==> src/rtl/adm_pkg.sv <==
package adm_pkg;
  localparam int unsigned CNT_W   = 8;
  localparam int unsigned LEN_W   = 8;
  localparam int unsigned NSLOT   = 2;
  localparam int unsigned TICK_SH = 6;
  localparam int unsigned GUARD   = 128;
  localparam int unsigned FS_BASE = 114;
  localparam int unsigned LS_BASE = 804;
  localparam int unsigned LS_MAX  = 8;
endpackage

==> src/rtl/adm_remain.sv <==
module adm_remain #(
  parameter int unsigned CNT_W   = adm_pkg::CNT_W,
  parameter int unsigned TICK_SH = adm_pkg::TICK_SH,
  parameter int unsigned GUARD   = adm_pkg::GUARD,
  localparam int unsigned REM_W  = CNT_W + TICK_SH
) (
  input  logic [CNT_W-1:0] cnt_i,
  output logic [REM_W-1:0] rem_o
);
  logic [REM_W-1:0] full;

  always_comb begin
    full = {cnt_i, {TICK_SH{1'b0}}};
    // saturate: below the guard band nothing may be admitted
    rem_o = (full > REM_W'(GUARD)) ? full - REM_W'(GUARD) : '0;
  end
endmodule

==> src/rtl/adm_cost.sv <==
module adm_cost #(
  parameter int unsigned LEN_W   = adm_pkg::LEN_W,
  parameter int unsigned FS_BASE = adm_pkg::FS_BASE,
  parameter int unsigned LS_BASE = adm_pkg::LS_BASE,
  parameter int unsigned LS_MAX  = adm_pkg::LS_MAX,
  localparam int unsigned COST_W = LEN_W + 7
) (
  input  logic              clk_i,
  input  logic              rst_ni,
  input  logic              low_i,
  input  logic [LEN_W-1:0]  len_i,
  output logic [COST_W-1:0] cost_o,
  output logic              valid_o
);
  logic [COST_W-1:0] ext, fs_cost, ls_cost;
  logic              ok;

  always_comb begin
    ext     = COST_W'(len_i);
    fs_cost = COST_W'(FS_BASE) + (ext << 3) + ext + (ext >> 1);
    ls_cost = COST_W'(LS_BASE) + (ext << 6) + (ext << 4);
    ok      = !low_i || (len_i <= LEN_W'(LS_MAX));
  end

  always_ff @(posedge clk_i or negedge rst_ni) begin
    if (!rst_ni) begin
      cost_o  <= '0;
      valid_o <= 1'b0;
    end else begin
      cost_o  <= low_i ? ls_cost : fs_cost;
      valid_o <= ok;
    end
  end

  // oversize low-speed length is marked unusable
  a_r4_ls_cap: assert property (@(posedge clk_i) disable iff (!rst_ni)
    (low_i && (len_i > LEN_W'(LS_MAX))) |=> !valid_o);
  // any full-speed cost is at least its base
  a_r2_fs_floor: assert property (@(posedge clk_i) disable iff (!rst_ni)
    !low_i |=> (cost_o >= COST_W'(FS_BASE)));
  // any low-speed cost is at least its base
  a_r3_ls_floor: assert property (@(posedge clk_i) disable iff (!rst_ni)
    low_i |=> (cost_o >= COST_W'(LS_BASE)));
endmodule

==> src/rtl/adm_arbiter.sv <==
module adm_arbiter #(
  parameter int unsigned NSLOT  = adm_pkg::NSLOT,
  parameter int unsigned REM_W  = 14,
  parameter int unsigned COST_W = 15
) (
  input  logic                         clk_i,
  input  logic                         rst_ni,
  input  logic [REM_W-1:0]             rem_i,
  input  logic [NSLOT-1:0][COST_W-1:0] cost_i,
  input  logic [NSLOT-1:0]             valid_i,
  input  logic [NSLOT-1:0]             arm_i,
  input  logic [NSLOT-1:0]             abort_i,
  input  logic [NSLOT-1:0]             done_i,
  output logic [NSLOT-1:0]             start_o,
  output logic [NSLOT-1:0]             busy_o,
  output logic [NSLOT-1:0]             void_o,
  output logic [NSLOT-1:0]             rej_o
);
  logic [NSLOT-1:0] pend_q, busy_q, void_q;
  logic [NSLOT-1:0] go, clr, fit;
  logic             idle, taken;

  // lowest index wins; aborted slots are dropped and the scan continues
  always_comb begin
    idle  = ~|busy_q;
    taken = 1'b0;
    go    = '0;
    clr   = '0;
    for (int i = 0; i < NSLOT; i++) begin
      fit[i] = valid_i[i] && (COST_W'(rem_i) >= cost_i[i]);
      if (idle && pend_q[i]) begin
        if (abort_i[i]) clr[i] = 1'b1;
        else if (fit[i] && !taken) begin
          go[i] = 1'b1;
          taken = 1'b1;
        end
      end
    end
  end

  always_ff @(posedge clk_i or negedge rst_ni) begin
    if (!rst_ni) begin
      pend_q <= '0;
      busy_q <= '0;
      void_q <= '0;
    end else begin
      pend_q <= (pend_q & ~go & ~clr) | arm_i;
      busy_q <= (busy_q & ~done_i) | go;
      void_q <= (void_q & ~arm_i) | clr;
    end
  end

  assign start_o = go;
  assign busy_o  = busy_q;
  assign void_o  = void_q;
  assign rej_o   = pend_q & ~valid_i;

  // never two transactions in flight
  a_r5_one_busy: assert property (@(posedge clk_i) disable iff (!rst_ni)
    $onehot0(busy_q));

  for (genvar g = 0; g < NSLOT; g++) begin : g_chk
    // a start retires the pending request and marks the slot busy
    a_r6_start_busy: assert property (@(posedge clk_i) disable iff (!rst_ni)
      (start_o[g] && !arm_i[g]) |=> (busy_q[g] && !pend_q[g]));
    // a dropped slot is flagged void and not started
    a_r8_abort_void: assert property (@(posedge clk_i) disable iff (!rst_ni)
      (pend_q[g] && abort_i[g] && idle && !arm_i[g]) |=> (void_q[g] && !pend_q[g] && !busy_q[g]));
  end
endmodule

==> src/rtl/usb_frame_admit.sv <==
module usb_frame_admit #(
  parameter int unsigned CNT_W   = adm_pkg::CNT_W,
  parameter int unsigned LEN_W   = adm_pkg::LEN_W,
  parameter int unsigned NSLOT   = adm_pkg::NSLOT,
  parameter int unsigned TICK_SH = adm_pkg::TICK_SH,
  parameter int unsigned GUARD   = adm_pkg::GUARD,
  parameter int unsigned FS_BASE = adm_pkg::FS_BASE,
  parameter int unsigned LS_BASE = adm_pkg::LS_BASE,
  parameter int unsigned LS_MAX  = adm_pkg::LS_MAX
) (
  input  logic                   clk_i,
  input  logic                   rst_ni,
  input  logic [CNT_W-1:0]       frame_cnt_i,
  input  logic [NSLOT-1:0]       arm_i,
  input  logic [NSLOT-1:0]       abort_i,
  input  logic [NSLOT-1:0]       low_i,
  input  logic [NSLOT*LEN_W-1:0] len_i,
  input  logic [NSLOT-1:0]       done_i,
  output logic [NSLOT-1:0]       start_o,
  output logic [NSLOT-1:0]       busy_o,
  output logic [NSLOT-1:0]       void_o,
  output logic [NSLOT-1:0]       rej_o
);
  localparam int unsigned REM_W  = CNT_W + TICK_SH;
  localparam int unsigned COST_W = LEN_W + 7;

  logic [REM_W-1:0]             rem;
  logic [NSLOT-1:0][COST_W-1:0] cost;
  logic [NSLOT-1:0]             valid;

  adm_remain #(.CNT_W(CNT_W), .TICK_SH(TICK_SH), .GUARD(GUARD)) u_rem (
    .cnt_i (frame_cnt_i),
    .rem_o (rem)
  );

  for (genvar g = 0; g < NSLOT; g++) begin : g_slot
    adm_cost #(.LEN_W(LEN_W), .FS_BASE(FS_BASE), .LS_BASE(LS_BASE), .LS_MAX(LS_MAX)) u_cost (
      .clk_i   (clk_i),
      .rst_ni  (rst_ni),
      .low_i   (low_i[g]),
      .len_i   (len_i[g*LEN_W +: LEN_W]),
      .cost_o  (cost[g]),
      .valid_o (valid[g])
    );
  end

  adm_arbiter #(.NSLOT(NSLOT), .REM_W(REM_W), .COST_W(COST_W)) u_arb (
    .clk_i   (clk_i),
    .rst_ni  (rst_ni),
    .rem_i   (rem),
    .cost_i  (cost),
    .valid_i (valid),
    .arm_i   (arm_i),
    .abort_i (abort_i),
    .done_i  (done_i),
    .start_o (start_o),
    .busy_o  (busy_o),
    .void_o  (void_o),
    .rej_o   (rej_o)
  );

  // inside the guard band nothing is admitted
  a_r1_guard: assert property (@(posedge clk_i) disable iff (!rst_ni)
    (frame_cnt_i <= CNT_W'(GUARD >> TICK_SH)) |-> (start_o == '0));
endmodule

==> config.mk <==
export PLATFORM = sky130hd
export DESIGN_NAME = usb_frame_admit
export DESIGN_NICKNAME = d
export VERILOG_FILES = /design/src/rtl/adm_pkg.sv /design/src/rtl/adm_remain.sv /design/src/rtl/adm_cost.sv /design/src/rtl/adm_arbiter.sv /design/src/rtl/usb_frame_admit.sv
export SDC_FILE = /design/constraint.sdc
export NUM_CORES = 1
export LEC_CHECK = 0
export ABC_AREA = 1
export ABC_CLOCK_PERIOD_IN_PS = 3100
export BUFFER_PORTS_ARGS = -buffer_cell sky130_fd_sc_hd__buf_2
export CAP_MARGIN = 20
export CELL_PAD_IN_SITES_DETAIL_PLACEMENT = 0
export CELL_PAD_IN_SITES_GLOBAL_PLACEMENT = 1
export CORE_MARGIN = 2
export CORE_UTILIZATION = 44
export DETAILED_ROUTE_END_ITERATION = 8
export HOLD_SLACK_MARGIN = 0.05
export PLACE_DENSITY_LB_ADDON = 0.15
export REMOVE_ABC_BUFFERS = 1
export SETUP_SLACK_MARGIN = 0.5
export SLEW_MARGIN = 40
export SYNTH_ARGS = -nofsm -noshare
export SYNTH_HDL_FRONTEND = slang
export SYNTH_SLANG_ARGS = --single-unit
==> constraint.sdc <==
create_clock -name clk_i -period 3.1 [get_ports clk_i]
set_input_delay 0.62 -clock clk_i [delete_from_list [all_inputs] [get_ports clk_i]]
set_output_delay 0.62 -clock clk_i [all_outputs]
set_load 0.02 [all_outputs]
# Word-level counts from Yosys, hierarchy flattened
# Cells that the tools add are included.
[word_totals] ff_bits=38
[op_classes] addsub=11 magnitude_cmp=5 mux=13 bitwise=13 reduce_logical=12
[ops] op="adder 10 x 14 -> 15 bit (first input constant)" n=2
[ops] op="adder 15 x 12 -> 15 bit" n=2
[ops] op="adder 15 x 7 -> 15 bit" n=2
[ops] op="adder 15 x 8 -> 15 bit" n=2
[ops] op=">= comparator 14 x 15 -> 1 bit" n=2
[ops] op="two-way mux 15 bit" n=2
[ops] op="adder 7 x 11 -> 12 bit (first input constant)" n=2
[ops] op="less-or-equal comparator 8 x 4 -> 1 bit (second input constant)" n=2
[ops] op="> comparator 14 x 8 -> 1 bit (second input constant)" n=1
[ops] op="two-way mux 14 bit" n=1
[ops] op="subtractor 14 x 8 -> 14 bit (second input constant)" n=1
[ops] op="AND 2 bit" n=5
[ops] op="two-way mux 1 bit" n=10
[ops] op="inverter 2 bit" n=5
[ops] op="OR 2 bit" n=3
[ops] op="logical AND 1 bit" n=5
[ops] op="zero test 1 bit" n=4
[ops] op="logical OR 1 bit" n=2
[ops] op="OR reduction 2 bit" n=1

# Depth between registers and ports, before layout
[depth] ltp_word=16 ltp_mapped=17 mapped_depth_nobuf=17

# Hierarchy
# From an unflattened synthesis, not the netlist that was laid out.
[unflattened] cells_unflattened=706 hier_area_um2=4822.1
[modules_own_cells] module="adm_cost at g_slot[0].u_cost" instances=1 cells_per_inst=236 area_each_um2=1739.2
[modules_own_cells] module="adm_cost at g_slot[1].u_cost" instances=1 cells_per_inst=230 area_each_um2=1691.6
[modules_own_cells] module="adm_arbiter" instances=1 cells_per_inst=184 area_each_um2=1119.8
[modules_own_cells] module="adm_remain" instances=1 cells_per_inst=56 area_each_um2=271.5

# Least setup slack after synthesis
# Ideal clock, no wire load.
[synth_path] kind="in2out" from="input port frame_cnt_i[1]" to="output port start_o[0]" arrival_ns=2.505 path_slack_ns=-0.025 stages=12 cell_sequence="inv_1 ha_1 inv_1 nor3_1 nand3_1 xor2_1 nor2_1 ha_1 nand3_1 nor2_1 nand2_1 a21boi_0"
[synth_via] elab_chain_len=7 elab_cells_between_ends=8 classes_between="add/sub (1); order compare (2); mux (4); reduce/logical (1)"
[synth_rtl] item="start: declaration" line_no="usb_frame_admit.sv:13" source="input logic [CNT_W-1:0] frame_cnt_i,"
[synth_rtl] item="subtractor 14 x 8 -> 14 bit or > comparator 14 x 8 -> 1 bit (tied branches)" line_no="adm_remain.sv:15" source="rem_o = (full > REM_W'(GUARD)) ? full - REM_W'(GUARD) : '0;"
[synth_rtl] item="two-way mux 14 bit *" line_no="adm_remain.sv:15"
[synth_rtl] item=">= comparator 14 x 15 -> 1 bit *" line_no="adm_arbiter.sv:30" source="fit[i] = valid_i[i] && (COST_W'(rem_i) >= cost_i[i]);"
[synth_rtl] item="logical AND 1 bit *" line_no="adm_arbiter.sv:30"
[synth_rtl] item="two-way mux 1 bit *" line_no="adm_arbiter.sv:33" source="else if (fit[i] && !taken) begin"
[synth_rtl] item="two-way mux 1 bit *" line_no="adm_arbiter.sv:32" source="if (abort_i[i]) clr[i] = 1'b1;"
[synth_rtl] item="two-way mux 1 bit *" line_no="adm_arbiter.sv:31" source="if (idle && pend_q[i]) begin"
[synth_rtl] item="end: declaration" line_no="usb_frame_admit.sv:19" source="output logic [NSLOT-1:0] start_o,"
# Mark *: on every way between the ends. The rest lies on a longest branch, timed or not.

# Worst setup path after layout
[layout_path] from="input port frame_cnt_i[3]" to="output port start_o[1]"
[layout_via] elab_chain_len=12 elab_cells_between_ends=15 classes_between="add/sub (1); order compare (3); mux (7); reduce/logical (4)"
[layout_rtl] item="subtractor 14 x 8 -> 14 bit or > comparator 14 x 8 -> 1 bit (tied branches)" line_no="adm_remain.sv:15"
[layout_rtl] item="two-way mux 14 bit *" line_no="adm_remain.sv:15"
[layout_rtl] item=">= comparator 14 x 15 -> 1 bit" line_no="adm_arbiter.sv:30"
[layout_rtl] item="logical AND 1 bit" line_no="adm_arbiter.sv:30"
[layout_rtl] item="two-way mux 1 bit" line_no="adm_arbiter.sv:33"
[layout_rtl] item="two-way mux 1 bit" line_no="adm_arbiter.sv:32"
[layout_rtl] item="two-way mux 1 bit" line_no="adm_arbiter.sv:31"
[layout_rtl] item="zero test 1 bit" line_no="adm_arbiter.sv:33"
[layout_rtl] item="logical AND 1 bit *" line_no="adm_arbiter.sv:33"
[layout_rtl] item="two-way mux 1 bit *" line_no="adm_arbiter.sv:33"
[layout_rtl] item="two-way mux 1 bit *" line_no="adm_arbiter.sv:32"
[layout_rtl] item="two-way mux 1 bit *" line_no="adm_arbiter.sv:31"
# Marks and branches as above.

==> out/metrics.csv <==
stage,metric,value,unit
clock_tree,Worst-Skew Late Latency,280,ps
logic_synthesis,yosys warns,0,
logic_synthesis,XOR/XNOR Fraction of Synth Area,3.24,%
finish,P&R area growth vs syn,26.0,%
critical_path,R2R depth,15,
route,ANT nets after route,0,
logic_synthesis,top post-synthesis cells by area,"dfrtp_1, ha_1, inv_1",
global_route,GRT Residual Overflow,0,
route,Iter 0 DRT Violations,121,
timing,worst clock skew,7.12,ps
critical_path,Crit path largest cell delay,280,ps
logic_synthesis,unique cell type count in the Yosys netlist,33,
route,TritonRoute pass-1 iters,4,
finish,NumNets Final,752,
power_and_ir_drop,Leak,0.00277,uW
critical_path,crit path buf inv count,6,
logic_synthesis,largest family of logic cells by synthesized area,adder cells,
clock_tree,hold_buf cts,0,
floorplan,Die W,99.9,um
critical_path,Worst path most repeated cell,nand2_2,
logic_synthesis,"Top FF cell, synth",dfrtp_1,
timing,"Min Clock Period, post-route",3040,ps
placement,post-DP HPWL,7.85,mm
route,WL final,9.71,mm
logic_synthesis,synthesized area,4050,um^2
finish,"commonest non-fill, non-tap cells in the layout","inv_1, nand2_1, ha_1",
power_and_ir_drop,P_int,1210,uW
logic_synthesis,Post-synth EDFFs,0,
run,total of max-cap violations,0,
critical_path,kind of critical path,input pin to output pin,
logic_synthesis,simple logic cell fraction of the synthesized area,20.5,%
global_route,Total GRT Usage,20.3,%
power_and_ir_drop,register share of total power,30.2,%
clock_tree,TritonCTS clock tree,built,
critical_path,critical path launch point type,input pin,
logic_synthesis,Synth Area in Compound Gates,12.6,%
logic_synthesis,"Seq/Total Area, Yosys",23.5,%
route,WL/cell,13.0,um
logic_synthesis,Cells after Synth,552,
placement,number of buffers added on ports,41,
finish,Final Cell Area,5100,um^2
floorplan,IO Pins,42,
clock_tree,Num CTS Buffers,5,
power_and_ir_drop,switch share,40.1,%
run_status,status,finished clean,
timing,# setup viols final,0,
timing,period utilization,97.9,%
logic_synthesis,Synth top area share,23.5,%
critical_path,r2r endpoint,u_arb.pend_q[1],
global_route,largest net degree at the start of global routing,39,
clock_tree,CTS H-tree lvls,2,
logic_synthesis,flip-flop and latch count after synthesis,38,
critical_path,crit path DAT,2420,ps
clock_tree,CTS root buffer,clkbuf_8,
clock_tree,clk buf depth,2,
power_and_ir_drop,Sw Pwr,810,uW
global_route,first-pass GRT wire length,16.5,mm
critical_path,Worst Setup End Kind,output pin,
floorplan,core footprint,9060,um^2
logic_synthesis,post-synthesis mux area share,0,%
critical_path,Crit Reg-Reg Startpoint,g_slot[0].u_cost.cost_o[8],
logic_synthesis,Post-synth ARST share,100,%
finish,"commonest non-fill, non-tap cell in the layout",inv_1,
logic_synthesis,Synth area leader,dfrtp_1,
finish,area of the multi-input gates,2960,um^2
critical_path,FF-to-FF setup slack,1360,ps
finish,Reg area,951,um^2
critical_path,"Slowest-stage cell, CP",ha_1,
placement,pre-CTS setup slack,-122,ps
logic_synthesis,Adder-Cell Fraction of Synth Area,28.8,%
timing,Max Freq,329,MHz
timing,Final Slew Violations,0,
worst_hold_path,Hold Crit Class,input pin to asynchronous set/reset pin,
logic_synthesis,"Avg Cell Area, Syn",7.34,um^2
power_and_ir_drop,combinational power share,53.3,%
placement,global placer's final weighted congestion,0.903,
global_route,antenna violations before repair,0,
timing,RSZ-0062 raised after global routing,yes,
route,vias post-DR,3724,
floorplan,Die ar.,9990,um^2
route,DRC,0,
critical_path,"CP delay by family, top",simple AND/OR/NAND/NOR gates,
timing,Slew HR,68.7,%
finish,Fillers,884,
floorplan,Rows,35,
critical_path,CP cell instances,buf_2 > buf_4 > nor3_4 > buf_4 > buf_4 > xor2_1 > nor2_1 > ha_1 > and3_4 > nand2_2 > nand2_2 > nand2_2 > nor2_2 > nand2_2 > inv_2 > buf_6,
power_and_ir_drop,Max VDD drop,217,uV
clock_tree,Worst-path clk slew,80,ps
route,vias per inst,5.01,
timing,actual slew at the worst max-slew pin,465,ps
global_route,vias in the first global route,3599,
critical_path,required time worst endpoint,2480,ps
timing,Final Hold Fails,0,
floorplan,Die Y,99.9,um
clock_tree,clk sinks,38,
critical_path,Critical Path Fanout Max,2,
power_and_ir_drop,clock share of power,16.5,%
placement,DP Area,4570,um^2
finish,fraction of layout cells with a size suffix above 1,23.9,%
power_and_ir_drop,P per Cell Area,396,nW/um^2
floorplan,initial core utilization,44.7,%
finish,antenna diode count,0,
timing,Worst Slack Setup Final,64.5,ps
-- stage by stage --
stage	setup TNS (ps)	power, uW	util, %	cells	hold WS, ps
after floorplan	-25.5	1260	-	548	324
after global placement	-122	1530	50.4	725	475
after detailed placement	-241	1540	50.4	725	489
after CTS	-58.4	1930	52.7	736	303
after global routing	-134	2230	56.3	744	319
final	0	2020	56.3	744	276
-- Yosys cell counts (2+ instances only) --
master,number
o22ai_1,4
or2_2,4
o211ai_1,4
nand3_1,22
and2_1,2
clkbuf_1,4
nand4_1,8
fa_1,12
nor3_1,3
inv_1,117
xnor2_1,2
dfrtp_1,38
ha_1,74
a21oi_1,43
and3_1,2
xor2_1,13
o21bai_1,2
nor2_1,41
o21a_1,2
nand2_1,112
o21ai_0,27
nor3b_1,3
a31oi_1,3
-- registers in the layout, summed over array words and instances, names as in the netlist --
name / count
u_arb.void_o: 2
u_arb.pend_q: 2
u_arb.busy_o: 2
g_slot.u_cost.cost_o: 30
g_slot.u_cost.valid_o: 2
-- layout make-up --
class	instances	share of cell area [%]
Sequential cell	38	18.6
Tap cell	111	2.72
Clock buffer	6	1.42
Inverter	119	9.04
Clock inverter	2	0.270
Timing Repair Buffer	77	10.0
Multi-Input combinational cell	391	57.9
-- power groups by stage --
stage / clock [uW] / combinational, uW / sequential [uW]
3_5_place_dp: 0 / 920 / 622
5_1_grt: 364 / 1250 / 621
4_1_cts: 348 / 970 / 611
6_report: 333 / 1080 / 610
3_3_place_gp: 0 / 907 / 620
2_1_floorplan: 0 / 631 / 629
-- worst reg2reg max path, delay by kind of cell, from the launching register on --
| kind | cells | cell delay [ps] |
|---|---|---|
| AND/OR/NAND/NOR | 10 | 610 |
| adder cells (fa/ha/maj) | 1 | 290 |
| buffers and inverters | 2 | 170 |
| flip-flops | 1 | 330 |
| AO/OA/AOI/OAI | 2 | 230 |
-- routing by layer --
| layer | vias to the layer above | track usage (%) | share of wire [%] | wire (um) |
|---|---|---|---|---|
| li1 | 1928 | - | - | - |
| met1 | 1716 | 28.4 | 48 | 4680 |
| met2 | 70 | 33.6 | 47 | 4570 |
| met3 | 10 | 3.06 | 3.6 | 346 |
| met4 | 0 | 3.90 | 1.2 | 118 |
| met5 | - | 0 | 0 | 0 |
-- worst max-delay path by stage --
stage            endpoint  cells after the start      startpoint  slack [ps]
6_report       start_o[1]                     16  frame_cnt_i[3]          60
5_1_grt        start_o[1]                     17  frame_cnt_i[2]         -80
4_1_cts        start_o[1]                     17  frame_cnt_i[1]         -60
3_5_place_dp   start_o[1]                     17  frame_cnt_i[1]        -120
3_3_place_gp   start_o[0]                     14  frame_cnt_i[1]         -60
2_1_floorplan  start_o[0]                     12  frame_cnt_i[1]         -30
-- cells by family (layout without fill, tap and decap cells) --
logic type | count (synthesis) | after routing
adders and majority gates | 86 | 86
xor gates and xnor gates | 15 | 15
DFF | 38 | 38
buffers and inverters | 123 | 204
and+or+nand+nor | 198 | 198
AOI/OAI and AO/OA | 92 | 92
-- timing repair --
item	in CTS	in global routing
setup buffers	3	8
pin swaps	15	36
gates resized for setup	27	65
setup endpoints to repair	6	14
gates cloned	0	0
Note: power is estimated with default switching activity, not from simulation.
